### src/rtl/hps_pkg.sv
package hps_pkg;

  // Width of a thread index for a given number of contexts (at least one bit).
  function automatic int tid_bits(input int n);
    return (n > 1) ? $clog2(n) : 1;
  endfunction

endpackage

### src/rtl/hps_clear_ctrl.sv
module hps_clear_ctrl #(
  parameter int DEPTH = 6,
  parameter int AW    = 3
) (
  input  logic          clk,
  input  logic          rst,
  output logic          clearing,
  output logic [AW-1:0] clr_addr,
  output logic          ready
);

  localparam logic [AW-1:0] LAST = AW'(DEPTH - 1);

  always_ff @(posedge clk) begin
    if (rst) begin
      clearing <= 1'b1;
      clr_addr <= '0;
      ready    <= 1'b0;
    end else if (clearing) begin
      if (clr_addr == LAST) begin
        clearing <= 1'b0;
        ready    <= 1'b1;
      end else begin
        clr_addr <= clr_addr + 1'b1;
      end
    end
  end

  AST_READY_STICKY: assert property (@(posedge clk) disable iff (rst)
    ready |=> ready);

  AST_CLEAR_NOT_READY: assert property (@(posedge clk) disable iff (rst)
    clearing |-> !ready);

endmodule

### src/rtl/hps_addr_chain.sv
module hps_addr_chain #(
  parameter int STAGES = 3,
  parameter int AW     = 3
) (
  input  logic                       clk,
  input  logic                       rst,
  input  logic                       in_valid,
  input  logic [AW-1:0]              in_tid,
  output logic [STAGES-1:0]          tap_valid,
  output logic [STAGES-1:0][AW-1:0]  tap_tid
);

  // tap k carries the read issued k+1 cycles earlier.
  always_ff @(posedge clk) begin
    if (rst) begin
      tap_valid <= '0;
      tap_tid   <= '0;
    end else begin
      tap_valid[0] <= in_valid;
      tap_tid[0]   <= in_tid;
      for (int k = 1; k < STAGES; k++) begin
        tap_valid[k] <= tap_valid[k-1];
        tap_tid[k]   <= tap_tid[k-1];
      end
    end
  end

  AST_TAP0_FOLLOWS: assert property (@(posedge clk) disable iff (rst)
    tap_valid[0] |-> $past(in_valid));

  for (genvar g = 1; g < STAGES; g++) begin : g_chk
    AST_CHAIN_SHIFT: assert property (@(posedge clk) disable iff (rst)
      tap_valid[g] |-> ($past(tap_valid[g-1]) && tap_tid[g] == $past(tap_tid[g-1])));
  end

endmodule

### src/rtl/hps_mem_section.sv
module hps_mem_section #(
  parameter int DEPTH = 6,
  parameter int AW    = 3,
  parameter int WIDTH = 8
) (
  input  logic             clk,
  input  logic             rst,
  input  logic             we,
  input  logic [AW-1:0]    waddr,
  input  logic [WIDTH-1:0] wdata,
  input  logic [AW-1:0]    raddr,
  output logic [WIDTH-1:0] rdata
);

  logic [WIDTH-1:0] mem [DEPTH];

  // Read-first single-clock RAM: a same-edge write is not seen by the read.
  always_ff @(posedge clk) begin
    if (we) mem[waddr] <= wdata;
    rdata <= mem[raddr];
  end

  AST_WADDR_RANGE: assert property (@(posedge clk) disable iff (rst)
    we |-> (int'(waddr) < DEPTH));

endmodule

### src/rtl/hps_state_store.sv
module hps_state_store import hps_pkg::*; #(
  parameter  int THREADS  = 6,
  parameter  int SECTIONS = 3,
  parameter  int WIDTH    = 8,
  localparam int AW       = tid_bits(THREADS)
) (
  input  logic                      clk,
  input  logic                      rst,
  output logic                      ready,
  input  logic                      rd_valid,
  input  logic [AW-1:0]             rd_tid,
  input  logic                      wr_valid,
  input  logic [AW-1:0]             wr_tid,
  input  logic [SECTIONS-1:0]       wr_en,
  input  logic [SECTIONS*WIDTH-1:0] wr_data,
  output logic [SECTIONS-1:0]       out_valid,
  output logic [SECTIONS*AW-1:0]    out_tid,
  output logic [SECTIONS*WIDTH-1:0] out_data
);

  logic                          clearing;
  logic [AW-1:0]                 clr_addr;
  logic                          rd_go;
  logic [SECTIONS-1:0]           tap_valid;
  logic [SECTIONS-1:0][AW-1:0]   tap_tid;

  hps_clear_ctrl #(.DEPTH(THREADS), .AW(AW)) u_clear (
    .clk      (clk),
    .rst      (rst),
    .clearing (clearing),
    .clr_addr (clr_addr),
    .ready    (ready)
  );

  assign rd_go = rd_valid & ready;

  hps_addr_chain #(.STAGES(SECTIONS), .AW(AW)) u_chain (
    .clk       (clk),
    .rst       (rst),
    .in_valid  (rd_go),
    .in_tid    (rd_tid),
    .tap_valid (tap_valid),
    .tap_tid   (tap_tid)
  );

  assign out_valid = tap_valid;

  for (genvar k = 0; k < SECTIONS; k++) begin : g_sec
    logic             we;
    logic [AW-1:0]    waddr;
    logic [WIDTH-1:0] wdata;
    logic [AW-1:0]    raddr;

    // Section k reads k clocks after the scheduler issued the index.
    if (k == 0) begin : g_addr0
      assign raddr = rd_tid;
    end else begin : g_addrk
      assign raddr = tap_tid[k-1];
    end

    always_comb begin
      if (clearing) begin
        we    = 1'b1;
        waddr = clr_addr;
        wdata = '0;
      end else begin
        we    = wr_valid & ready & wr_en[k];
        waddr = wr_tid;
        wdata = wr_data[k*WIDTH +: WIDTH];
      end
    end

    hps_mem_section #(.DEPTH(THREADS), .AW(AW), .WIDTH(WIDTH)) u_mem (
      .clk   (clk),
      .rst   (rst),
      .we    (we),
      .waddr (waddr),
      .wdata (wdata),
      .raddr (raddr),
      .rdata (out_data[k*WIDTH +: WIDTH])
    );

    assign out_tid[k*AW +: AW] = tap_tid[k];
  end

  AST_OUT_AFTER_CLEAR: assert property (@(posedge clk) disable iff (rst)
    (|out_valid) |-> ready);

  AST_RD_RANGE: assert property (@(posedge clk) disable iff (rst)
    rd_go |-> (int'(rd_tid) < THREADS));

endmodule

### config.mk
export PLATFORM = sky130hd
export DESIGN_NAME = hps_state_store
export DESIGN_NICKNAME = d
export VERILOG_FILES = /design/src/rtl/hps_pkg.sv /design/src/rtl/hps_clear_ctrl.sv /design/src/rtl/hps_addr_chain.sv /design/src/rtl/hps_mem_section.sv /design/src/rtl/hps_state_store.sv
export SDC_FILE = /design/constraint.sdc
export NUM_CORES = 1
export LEC_CHECK = 0
export BUFFER_PORTS_ARGS = -buffer_cell sky130_fd_sc_hd__buf_4
export CAP_MARGIN = 5
export CORE_MARGIN = 3
export CORE_UTILIZATION = 52
export CTS_CLUSTER_SIZE = 20
export DETAILED_ROUTE_END_ITERATION = 8
export GPL_TIMING_DRIVEN = 1
export PLACE_DENSITY = 0.75
export SETUP_SLACK_MARGIN = 0.05
export SYNTH_ARGS = -nofsm -noshare
export SYNTH_HDL_FRONTEND = slang
export SYNTH_SLANG_ARGS = --single-unit
### constraint.sdc
create_clock -name clk -period 1.55 [get_ports clk]
set_input_delay 0.31 -clock clk [delete_from_list [all_inputs] [get_ports clk]]
set_output_delay 0.31 -clock clk [all_outputs]
set_load 0.01 [all_outputs]
# == Word level (Yosys, flattened, before mapping) ==
# Memory sizes are Yosys's and may differ from the RTL's. A register that Yosys moved wholly into a read port is not among the register bits.
# Cells that the tools add are included.
# Widths: inputs -> output; s select.
# totals
register_bits,17
ramBits,144
in_bits,37
word_cells,35
memories,3
# mem_list
memory,depth,word_bits,read_ports,rd_clocked_by_memory_dff,wr,line_no,text
g_sec[0].u_mem.mem,6,8,1,1,1,hps_mem_section.sv:15,logic [WIDTH-1:0] mem [DEPTH];
g_sec[1].u_mem.mem,6,8,1,1,1,hps_mem_section.sv:15,
g_sec[2].u_mem.mem,6,8,1,1,1,hps_mem_section.sv:15,
# classes
addsub,1
eq_ne,1
n_mux,15
bitwise_logic,6
n_reduce_logical,2
# op_table
operator,count
$mux 8,3
$mux 1,11
$and 1x1->1,5
$reduce_and 2->1,2
$add 3x1->3 const B,1
$eq 3x3->1 const B,1
$mux 3,1
$not 1->1,1

# == Depth between registers and ports, before layout ==
# Gate-level depths: netlist of run 1.
# logic_depth
word_depth,5
mapped_depth,5

# == Hierarchy ==
# Synthesis of run 1 repeated with hierarchy kept, for this count alone.
# hier_totals
hier_cells,419
area_unflattened_um2,7084.3
# modules_own_cells
module,instances,cells_per_inst,area_each_um2,seq_area_each_um2
hps_mem_section,3,113,2078.2,1601.5
hps_addr_chain,1,25,366.6,240.2
hps_state_store,1,34,249.0,0.0
hps_clear_ctrl,1,21,234.0,100.1

# == Worst setup path before layout of run 1 ==
# Ideal clock, no wire load.
# synth_path
path_type,reg2reg
start,register u_clear.clearing
end,"memory g_sec[0].u_mem.mem[0][0], enable pin"
arrival_ns,1.303
t_required_ns,1.180
setup_slack_ns,-0.124
path_stages_with_launch,5
path_buffers,1
cell_sequence,dfxtp_1 buf_2 nor3b_1 o21ai_0 nor2_1
# synth_via
elab_chain_cells,3
elab_cells_between_ends,4
# synth_rtl
item,line_no,text
start: declaration,hps_clear_ctrl.sv:7,"output logic clearing,"
start signal: assignment,hps_clear_ctrl.sv:16,clearing <= 1'b1;
start signal: assignment,hps_clear_ctrl.sv:21,clearing <= 1'b0;
$mux 1,hps_state_store.sv:62,if (clearing) begin
$mux 1,hps_mem_section.sv:19,if (we) mem[waddr] <= wdata;
$mux 1 (implied by the code),hps_mem_section.sv:19,
end: declaration,hps_mem_section.sv:15,
# Several ways; a longest one is shown, not always the timed one.

# == Final worst setup path of run 1 ==
# layout_path
start,register u_clear.clearing
end,"memory g_sec[0].u_mem.mem[0][6], enable pin"
# Same word-level chain as after synthesis.

==> flow_metrics.env, run 1 <==
export IMPL_critical_path_max_stage_delay_ns=0.42
export IMPL_synth_cell_area_mm2=0.00697
export IMPL_placeableCoreArea_mm2=0.0129
export IMPL_io_pins=74
export IMPL_initial_core_utilization_pct=54.1
export IMPL_crit_chain="buf_6, nor3b_4, o21ai_4, nor2_2, buf_12"
export IMPL_p_sw_share_pct=21.9
export IMPL_wire_length_of_the_first_global_routing_pass_um=20100
export IMPL_grt_max_degree=19
export IMPL_critical_path_start_type="register"
export IMPL_final_setup_skew_ns=0.00642
export IMPL_diodes=0
export IMPL_grt_antenna_before_repair=0
export IMPL_numCtsBuffers=17
export IMPL_reg2reg_setup_slack_ns=-0.08
export IMPL_result_of_the_run="complete, but fails checks"
export IMPL_detailed_place_hpwl_um=8420
export IMPL_fmax_mhz=612
export IMPL_grt_use_total_pct=18.9
export IMPL_crit_required_ns=1.69
export IMPL_finalWorstSetupSlack_ns=-0.0831
export IMPL_worst_slew_pin_slew_ns=0.448
export IMPL_layout_area_overhead_vs_synth_pct=31.2
export IMPL_ys_dominant_reg_cell="edfxtp_1"
export IMPL_synth_ff_latch_count=185
export IMPL_cts_htree_levels=4
export IMPL_power_switching_mw=2.78
export IMPL_drt_antenna_violating_nets=0
export IMPL_p_comb_share_pct=15.3
export IMPL_routed_wirelength_um=14100
export IMPL_vias=3613
export IMPL_floorplan_die_area_mm2=0.0148
export IMPL_grt_overflow_total=0
export IMPL_avgRoutedWirePerCell_um=21.1
export IMPL_drt_initial_drc_count=238
export IMPL_grt_pass1_vias=3685
export IMPL_crit_fanout=8
export IMPL_clock_power_share_pct=36.3
export IMPL_clkTransAtPathRegs_ns=0.06
export IMPL_cts_tree="done"
export IMPL_violated_checks="negative setup slack"
export IMPL_worst_hold_path_num_cells=3
export IMPL_gpl_congestion=0.780
export IMPL_max_slew_margin_pct=70.1
export IMPL_root_buffer="clkbuf_16"
export IMPL_final_layout_size_suffix_gt1_share_pct=51.5
export IMPL_critical_path_slowest_cell="dfxtp_4"
export IMPL_ys_async_sr_fraction_pct=0
export IMPL_drcViolationCount=0
export IMPL_arrival_ns=1.77
export IMPL_worst_setup_path_type="reg -> reg"
export IMPL_max_clock_path_buffers=2
export IMPL_fp_row_count=41
export IMPL_synth_net_count=400
export IMPL_layout_worst_path_cycle_share_pct=105
export IMPL_hold_buffers=0
export IMPL_internal_power_mw=9.91
export IMPL_place_ws_ns=-0.280
export IMPL_synth_cell_type_count=28
export IMPL_port_buffer_count=73
export IMPL_powerDensity_mw_per_mm2=1390
export IMPL_static_leakage_nw=3.37
export IMPL_post_layout_utilization_of_the_core_pct=71.0
export IMPL_sequential_area_share_after_synthesis_pct=73.8
export IMPL_netlist_instances=361
export IMPL_clock_sinks=185
export IMPL_synth_edff_count=144
export IMPL_maxCapViolations=0
export IMPL_hold_path_class="in -> reg"
export IMPL_clock_insertion_delay_worst_skew_ns=0.42
export IMPL_worstSetupEndpointType="register"
export IMPL_finalWorstPathRequiredPeriod_ns=1.63
export IMPL_die_h_um=122
export IMPL_syn_area_per_cell_um2=19.3
export IMPL_sequential_share_of_power_pct=48.4
export IMPL_number_of_hold_violations_in_the_final_report=0
export IMPL_ir_worst_vdd_mv=0.823
export IMPL_rr_worst_depth=5
export IMPL_detail_route_vias_per_cell=5.38
export IMPL_fp_dieW_um=122
export IMPL_rsz0062_at_grt="yes"
export IMPL_yosysWarningCount=0
export IMPL_finalSetupViolCount=100
export IMPL_design_final_nets=525
export IMPL_drt_pass1_iter_count=5
export IMPL_finalMaxSlewViolations=0
[power groups by stage]
stage               logic, mW  clock network (mW)  registers [mW]
floorplan               0.834                   0            6.26
global placement         1.64                   0            6.20
detailed placement       1.69                   0            6.24
CTS                      1.81                4.65            6.14
global route             2.07                4.88            6.19
finish                   1.95                4.60            6.14
[sequential cells by signal, summed over array words and instances (netlist names)]
| name | cells |
|---|---|
| u_clear.ready | 1 |
| g_sec.u_mem.mem | 144 |
| g_sec.u_mem.rdata | 24 |
| u_clear.clearing | 1 |
| u_chain.tap_tid | 9 |
| u_clear.clr_addr | 3 |
| u_chain.tap_valid | 3 |
[worst max-delay path: cells and delay by family, from the launching register on]
family | cells | cell delay (ns)
AND/OR/NAND/NOR | 2 | 0.48
flip-flops | 1 | 0.42
AO/OA/AOI/OAI | 1 | 0.14
buffers and inverters | 2 | 0.31
[metrics by stage]
step	cell area, um2	hold slack (ns)	TNS (ns)	instances	total power, mW
floorplan	7000	0.374	-2.95	361	7.09
global placement	8020	0.493	-21.05	625	7.85
detailed placement	8020	0.492	-31.08	625	7.92
CTS	8850	0.148	-0.530	663	12.6
global route	9150	0.147	-6.49	671	13.1
finish	9150	0.149	-2.83	671	12.7
[metal layers]
metal  up-vias  track usage (%)  part of all wire [%]
met5         -                0                     0
met4         0             7.56                   2.2
met3        22             5.43                   5.7
met2       128             30.1                    52
met1      1827             24.8                    40
li1       1636                -                     -
[area by class of cell]
type,count,area [um2]
Sequential cell,185,5150
Fill cell,766,3730
Multi-Input combinational cell,158,1940
Timing Repair Buffer,123,1200
Clock buffer,19,433
Tap cell,172,215
Clock inverter,13,200
Inverter,1,3.75
[repair_timing]
item                                    in CTS  in global routing
gates cloned                                 0                  2
setup buffers                                6                  8
pin swaps                                    5                 11
gates resized for setup                     37                 31
endpoints found under the setup margin     145                147
[path summary, 6_finish.rpt]
check,start,to
worst min-delay path,rd_valid,u_chain.tap_valid[0]
worst max-delay path,u_clear.clearing,g_sec[0].u_mem.mem[0][6]
worst min register to register,u_chain.tap_valid[1],u_chain.tap_valid[2]
worst max register to register,u_clear.clearing,g_sec[0].u_mem.mem[0][6]
[synthesized netlist by cell type (4+ instances only)]
library cell | instances | area (um2)
a31oi_1 | 4 | 25.0
mux2_4 | 23 | 345
edfxtp_1 | 144 | 4320
mux2_1 | 4 | 45.0
nor2b_1 | 35 | 219
buf_2 | 4 | 20.0
clkbuf_1 | 7 | 26.3
o21ai_0 | 5 | 25.0
mux4_2 | 24 | 541
mux2_2 | 22 | 248
dfxtp_1 | 41 | 821
nor2_1 | 22 | 82.6
[cell families (layout without fill, tap and decap cells)]
family / after synthesis / in the layout / share of synthesized area (%)
AOI/OAI and AO/OA: 13 / 13 / 1.11
and+or+nand+nor: 67 / 67 / 5.33
adders and majority gates: 2 / 2 / 0.359
buffers and inverters: 18 / 156 / 2.06
DFF: 185 / 185 / 73.8
xor gates and xnor gates: 1 / 1 / 0.126
muxes: 75 / 75 / 17.2
[cells in the final DEF, fill, tap and decap left out, types with 2 or more instances in the layout]
master	n
mux2_4	24
nor2_1	4
buf_8	2
clkinv_2	2
buf_4	94
nor2_4	15
edfxtp_1	144
clkbuf_1	2
clkinvlp_4	2
buf_12	15
nor3b_2	2
bufinv_16	5
dfxtp_2	2
nor2b_1	35
a31oi_1	3
ha_1	2
mux2i_4	2
buf_6	10
mux2_2	21
mux2_1	4
mux4_2	24
clkinv_1	2
dfxtp_4	2
nor2_2	3
o21ai_4	4
dfxtp_1	37
clkbuf_16	19
No activity file was read; power rests on OpenSTA's default activity.
==> inputs of run 2 (changes only) <==
Settings changed: PLACE_DENSITY 0.75 to 0.72.
Clock period 1.55 ns to 1.71 ns, I/O delays scaled along.
==> flow_metrics.env, run 2 (synthesized netlist as in run 1, its figures left out) <==
export IMPL_drt_antenna_violating_nets=0
export IMPL_result_of_the_run="completed"
export IMPL_layout_worst_path_cycle_share_pct=96.5
export IMPL_diodes=0
export IMPL_postLayoutCellArea_mm2=0.00844
export IMPL_io_pins=74
export IMPL_fmax_mhz=606
export IMPL_cts_setup_buffers=0
export IMPL_layout_commonest_cell="edfxtp_1"
export IMPL_wire_length_of_the_first_global_routing_pass_um=19500
export IMPL_max_clock_path_buffers=2
export IMPL_rsz0062_at_grt="no"
export IMPL_hold_buffers=0
export IMPL_grt_pass1_vias=3530
export IMPL_grt_use_total_pct=18.2
export IMPL_root_buffer="clkbuf_16"
export IMPL_top_register="g_sec.u_mem.mem"
export IMPL_arrival_ns=1.78
export IMPL_initial_core_utilization_pct=54.1
export IMPL_cts_tree="done"
export IMPL_layoutNonFillerInstCount=652
export IMPL_fp_row_count=41
export IMPL_numCtsBuffers=17
export IMPL_die_h_um=122
export IMPL_vias=3464
export IMPL_number_of_hold_violations_in_the_final_report=0
export IMPL_floorplan_die_area_mm2=0.0148
export IMPL_design_final_nets=507
export IMPL_port_buffer_count=73
export IMPL_clkTransAtPathRegs_ns=0.06
export IMPL_gpl_congestion=0.754
export IMPL_total_placed_instance_area_mm2=0.00786
export IMPL_max_slew_margin_pct=69.0
export IMPL_critical_path_start_type="register"
export IMPL_register_area_mm2=0.00515
export IMPL_layout_area_overhead_vs_synth_pct=21.1
export IMPL_worst_setup_path_type="reg -> reg"
export IMPL_dp_cells=621
export IMPL_crit_fanout=9
export IMPL_largest_register_ffs=144
export IMPL_crit_required_ns=1.84
export IMPL_powerDensity_mw_per_mm2=1250
export IMPL_drt_pass1_iter_count=4
export IMPL_maxCapViolations=0
export IMPL_finalSetupViolCount=0
export IMPL_worst_slew_pin_slew_ns=0.464
export IMPL_drt_initial_drc_count=275
export IMPL_layout_common_cells="edfxtp_1, buf_4, dfxtp_1"
export IMPL_final_layout_size_suffix_gt1_share_pct=44.2
export IMPL_grt_overflow_total=0
export IMPL_finalWorstPathRequiredPeriod_ns=1.65
export IMPL_final_setup_skew_ns=0.00707
export IMPL_hold_path_class="in -> reg"
export IMPL_clock_insertion_delay_worst_skew_ns=0.43
export IMPL_finalMaxSlewViolations=0
export IMPL_worstSetupEndpointType="register"
export IMPL_fillerInstances=878
export IMPL_multi_input_comb_area_mm2=0.00171
export IMPL_detail_route_vias_per_cell=5.31
export IMPL_cts_htree_levels=4
export IMPL_placeableCoreArea_mm2=0.0129
export IMPL_detailed_place_hpwl_um=8390
export IMPL_ir_worst_vdd_mv=0.765
export IMPL_static_leakage_nw=3.15
export IMPL_reg_top3="g_sec.u_mem.mem (144), g_sec.u_mem.rdata (24), u_chain.tap_tid (9)"
export IMPL_routed_wirelength_um=12800
export IMPL_clock_sinks=185
export IMPL_fp_dieW_um=122
export IMPL_grt_antenna_before_repair=0
export IMPL_drcViolationCount=0
export IMPL_grt_max_degree=19
export IMPL_avgRoutedWirePerCell_um=19.6
-- run 2: changes by cell type in the layout (fill, tap and decap cells not counted), sizes merged --
cell      change
clkinv        -2
buf          -16
clkinvlp      +2
bufinv        -4
clkbuf        +2
inv           -1
-- run 2: stage by stage --
stage                     utilization [%]  setup TNS, ns  power (mW)  setup WS, ns  hold slack [ns]
after floorplan                         -              0        6.41        0.0364            0.414
after global placement               61.0          -2.37        7.00        -0.157            0.449
after detailed placement             61.0          -4.70        7.06        -0.221            0.474
after CTS                            65.3              0        10.6        0.0262            0.113
after global routing                 65.6              0        10.9       0.00372            0.136
final                                65.6              0        10.5        0.0591            0.130
-- run 2: final cells by class --
class                      count  area share (%)
timing repair buffer         105            9.68
clock buffer                  23            5.54
tap                          172            2.55
inverter                       1          0.0445
multi-input combinational    158            20.3
sequential                   185            61.0
clock inverter                 8           0.874
-- run 2: final timing paths --
kind,startpoint,endpoint,slack (ns),depth (start not counted)
min reg2reg,u_chain.tap_valid[0],u_chain.tap_valid[1],0.48,1
min,rd_valid,u_chain.tap_valid[0],0.13,3
max,u_clear.clearing,g_sec[0].u_mem.mem[4][4],0.06,5
max reg2reg,u_clear.clearing,g_sec[0].u_mem.mem[4][4],0.06,5
-- run 2: timing repair --
item / in CTS / in global routing
resized for setup: 8 / 9
endpoints found under the setup margin: 124 / 114
pin swaps: 0 / 0
-- run 2: layer usage --
layer	wire, um	GRT usage, %
met5	0	0
met4	174	6.23
met3	716	6.41
met2	6380	28.3
met1	5500	24.3
-- run 2: worst max-delay path, cell delays in order, from the launching register on --
cell     delay, ns
dfxtp_4       0.38
buf_4         0.15
nor3b_2       0.26
o21ai_0       0.20
nor2_1        0.16
buf_4         0.21
-- run 2: report_power, final --
group,switching (mW),internal [mW],total [mW]
logic,0.664,0.747,1.41
clock network,1.53,2.06,3.59
registers,0.140,5.41,5.55
==> inputs of run 3 (changes only) <==
Settings changed: SYNTH_HIERARCHICAL set to 1.
==> flow_metrics.env, run 3 <==
export IMPL_dp_cells=678
export IMPL_finalWorstPathRequiredPeriod_ns=1.59
export IMPL_design_final_nets=560
export IMPL_yosysTopAreaCell="edfxtp_1"
export IMPL_fp_dieW_um=123
export IMPL_ir_worst_vdd_mv=0.727
export IMPL_maxCapViolations=0
export IMPL_synth_cell_area_mm2=0.00708
export IMPL_numCtsBuffers=17
export IMPL_worst_slew_pin_slew_ns=0.623
export IMPL_grt_overflow_total=0
export IMPL_cts_setup_buffers=0
export IMPL_synth_net_count=458
export IMPL_top_register="g_sec.u_mem/mem"
export IMPL_fmax_mhz=628
export IMPL_cts_htree_levels=4
export IMPL_p_total_mw=10.9
export IMPL_crit_required_ns=1.82
export IMPL_crit_chain="mux2_4, nand2b_1, nor2_4"
export IMPL_port_buffer_count=73
export IMPL_clkTransAtPathRegs_ns=0.06
export IMPL_number_of_hold_violations_in_the_final_report=0
export IMPL_fillerInstances=924
export IMPL_critical_path_max_stage_delay_ns=0.38
export IMPL_detailed_place_hpwl_um=8930
export IMPL_final_layout_size_suffix_gt1_share_pct=35.0
export IMPL_grt_use_total_pct=18.5
export IMPL_netlist_top_cells_count="edfxtp_1, mux2i_1, dfxtp_1"
export IMPL_root_buffer="clkbuf_16"
export IMPL_clock_sinks=185
export IMPL_finalMaxSlewViolations=0
export IMPL_layout_area_overhead_vs_synth_pct=24.2
export IMPL_wire_length_of_the_first_global_routing_pass_um=20500
export IMPL_layout_common_cells="edfxtp_1, buf_4, mux2i_1"
export IMPL_post_layout_utilization_of_the_core_pct=66.2
export IMPL_sequential_area_share_after_synthesis_pct=72.6
export IMPL_crit_fanout=9
export IMPL_avgRoutedWirePerCell_um=18.2
export IMPL_layout_commonest_cell="edfxtp_1"
export IMPL_layoutNonFillerInstCount=710
export IMPL_yosysWarningCount=6
export IMPL_critical_path_start_type="register"
export IMPL_ys_top_cells_by_area="edfxtp_1, dfxtp_1, mux2i_1"
export IMPL_vias=3763
export IMPL_drcViolationCount=0
export IMPL_gpl_congestion=0.741
export IMPL_max_clock_path_buffers=2
export IMPL_placeableCoreArea_mm2=0.0133
export IMPL_io_pins=74
export IMPL_largest_register_ffs=144
export IMPL_final_setup_skew_ns=0.00753
export IMPL_clock_insertion_delay_worst_skew_ns=0.42
export IMPL_syn_area_per_cell_um2=16.9
export IMPL_cpLargestDelayFamily="simple AND/OR/NAND/NOR gates"
export IMPL_synth_cell_type_count=28
export IMPL_synth_edff_count=144
export IMPL_result_of_the_run="completed"
export IMPL_worstSetupEndpointType="register"
export IMPL_detail_route_vias_per_cell=5.30
export IMPL_synth_ff_latch_count=185
export IMPL_hold_path_class="in -> reg"
export IMPL_grt_antenna_before_repair=0
export IMPL_ys_dominant_reg_cell="edfxtp_1"
export IMPL_drt_pass1_iter_count=4
export IMPL_static_leakage_nw=3.32
export IMPL_initial_core_utilization_pct=53.3
export IMPL_finalSetupViolCount=0
export IMPL_number_of_buffers_and_inverters_on_the_critical_path=0
export IMPL_die_h_um=123
export IMPL_floorplan_die_area_mm2=0.0151
export IMPL_finalSetupTns_ns=0
export IMPL_grt_pass1_vias=3906
export IMPL_reg_top3="g_sec.u_mem/mem (144), g_sec.u_mem/rdata (24), u_chain/tap_tid (9)"
export IMPL_routed_wirelength_um=12900
export IMPL_drt_antenna_violating_nets=0
export IMPL_netlist_instances=419
export IMPL_rsz0062_at_grt="no"
export IMPL_diodes=0
export IMPL_layout_worst_path_cycle_share_pct=93.2
export IMPL_fp_row_count=42
export IMPL_cts_tree="done"
export IMPL_synth_most_common_cell="edfxtp_1"
export IMPL_worst_hold_slack_ns=0.179
export IMPL_grt_max_degree=27
export IMPL_powerDensity_mw_per_mm2=1230
export IMPL_max_slew_margin_pct=58.3
export IMPL_ys_async_sr_fraction_pct=0
export IMPL_synth_top_area_share_pct=61.0
export IMPL_arrival_ns=1.70
export IMPL_drt_initial_drc_count=180
export IMPL_critical_path_slowest_cell="dfxtp_4"
export IMPL_worst_setup_path_type="reg -> reg"
-- run 3: cell types whose count changed in the layout (fill, tap and decap cells not counted), moves of 18 or more --
cell	delta
mux2i_1	+70
a22o_1	+24
mux4_2	-24
mux2_2	-22
mux2_4	-18
-- run 3: metrics by stage --
step | setup slack [ns] | cell area (um2)
floorplan | 0.0149 | 7190
global placement | 0.0895 | 8150
detailed placement | 0.0600 | 8150
CTS | 0.0665 | 8780
global route | 0.0643 | 8800
finish | 0.117 | 8800
-- run 3: per-layer routing --
layer  track usage [%]  vias up  wire length [um]
li1                  -     1786                 -
met1              22.9     1879              5480
met2              31.6       81              6670
met3              4.93       17               567
met4              6.30        0               195
met5                 0        -                 0
-- run 3: worst paths after layout --
kind         slack, ns  cells after the start                  from                  endpoint
max               0.12                      3      u_clear/clearing  g_sec[0].u_mem/mem[3][4]
min               0.18                      2             rd_tid[1]        u_chain/tap_tid[1]
max reg2reg       0.12                      3      u_clear/clearing  g_sec[0].u_mem/mem[3][4]
min reg2reg       0.48                      1  u_chain/tap_valid[1]      u_chain/tap_valid[2]
-- run 3: what timing repair did --
item	CTS	global route
endpoints found under the hold margin	0	0
setup endpoints to repair	0	69
gates resized for setup	0	5
hold buffers	0	0
-- run 3: final cells by class --
cell class                 count  area [um2]  area share (%)
clock buffer                  28         559            6.36
inverter                       1        3.75          0.0427
sequential                   185        5150            58.5
tap                          176         220            2.50
clock inverter                 4        77.6           0.882
timing repair buffer         102         932            10.6
multi-input combinational    214        1860            21.1
-- run 3: kinds of logic after synthesis --
family | Yosys count | share of synthesized area [%]
adder cells (fa/ha/maj) | 2 | 0.353
buffers and inverters | 20 | 2.79
AND/OR/NAND/NOR | 81 | 6.91
multiplexers | 77 | 11.2
flip-flops | 185 | 72.6
AO/OA/AOI/OAI | 54 | 6.09
-- run 3: where the power goes --
group	internal (mW)	switching [mW]
registers	5.31	0.125
clock network	2.53	1.54
logic	0.671	0.686
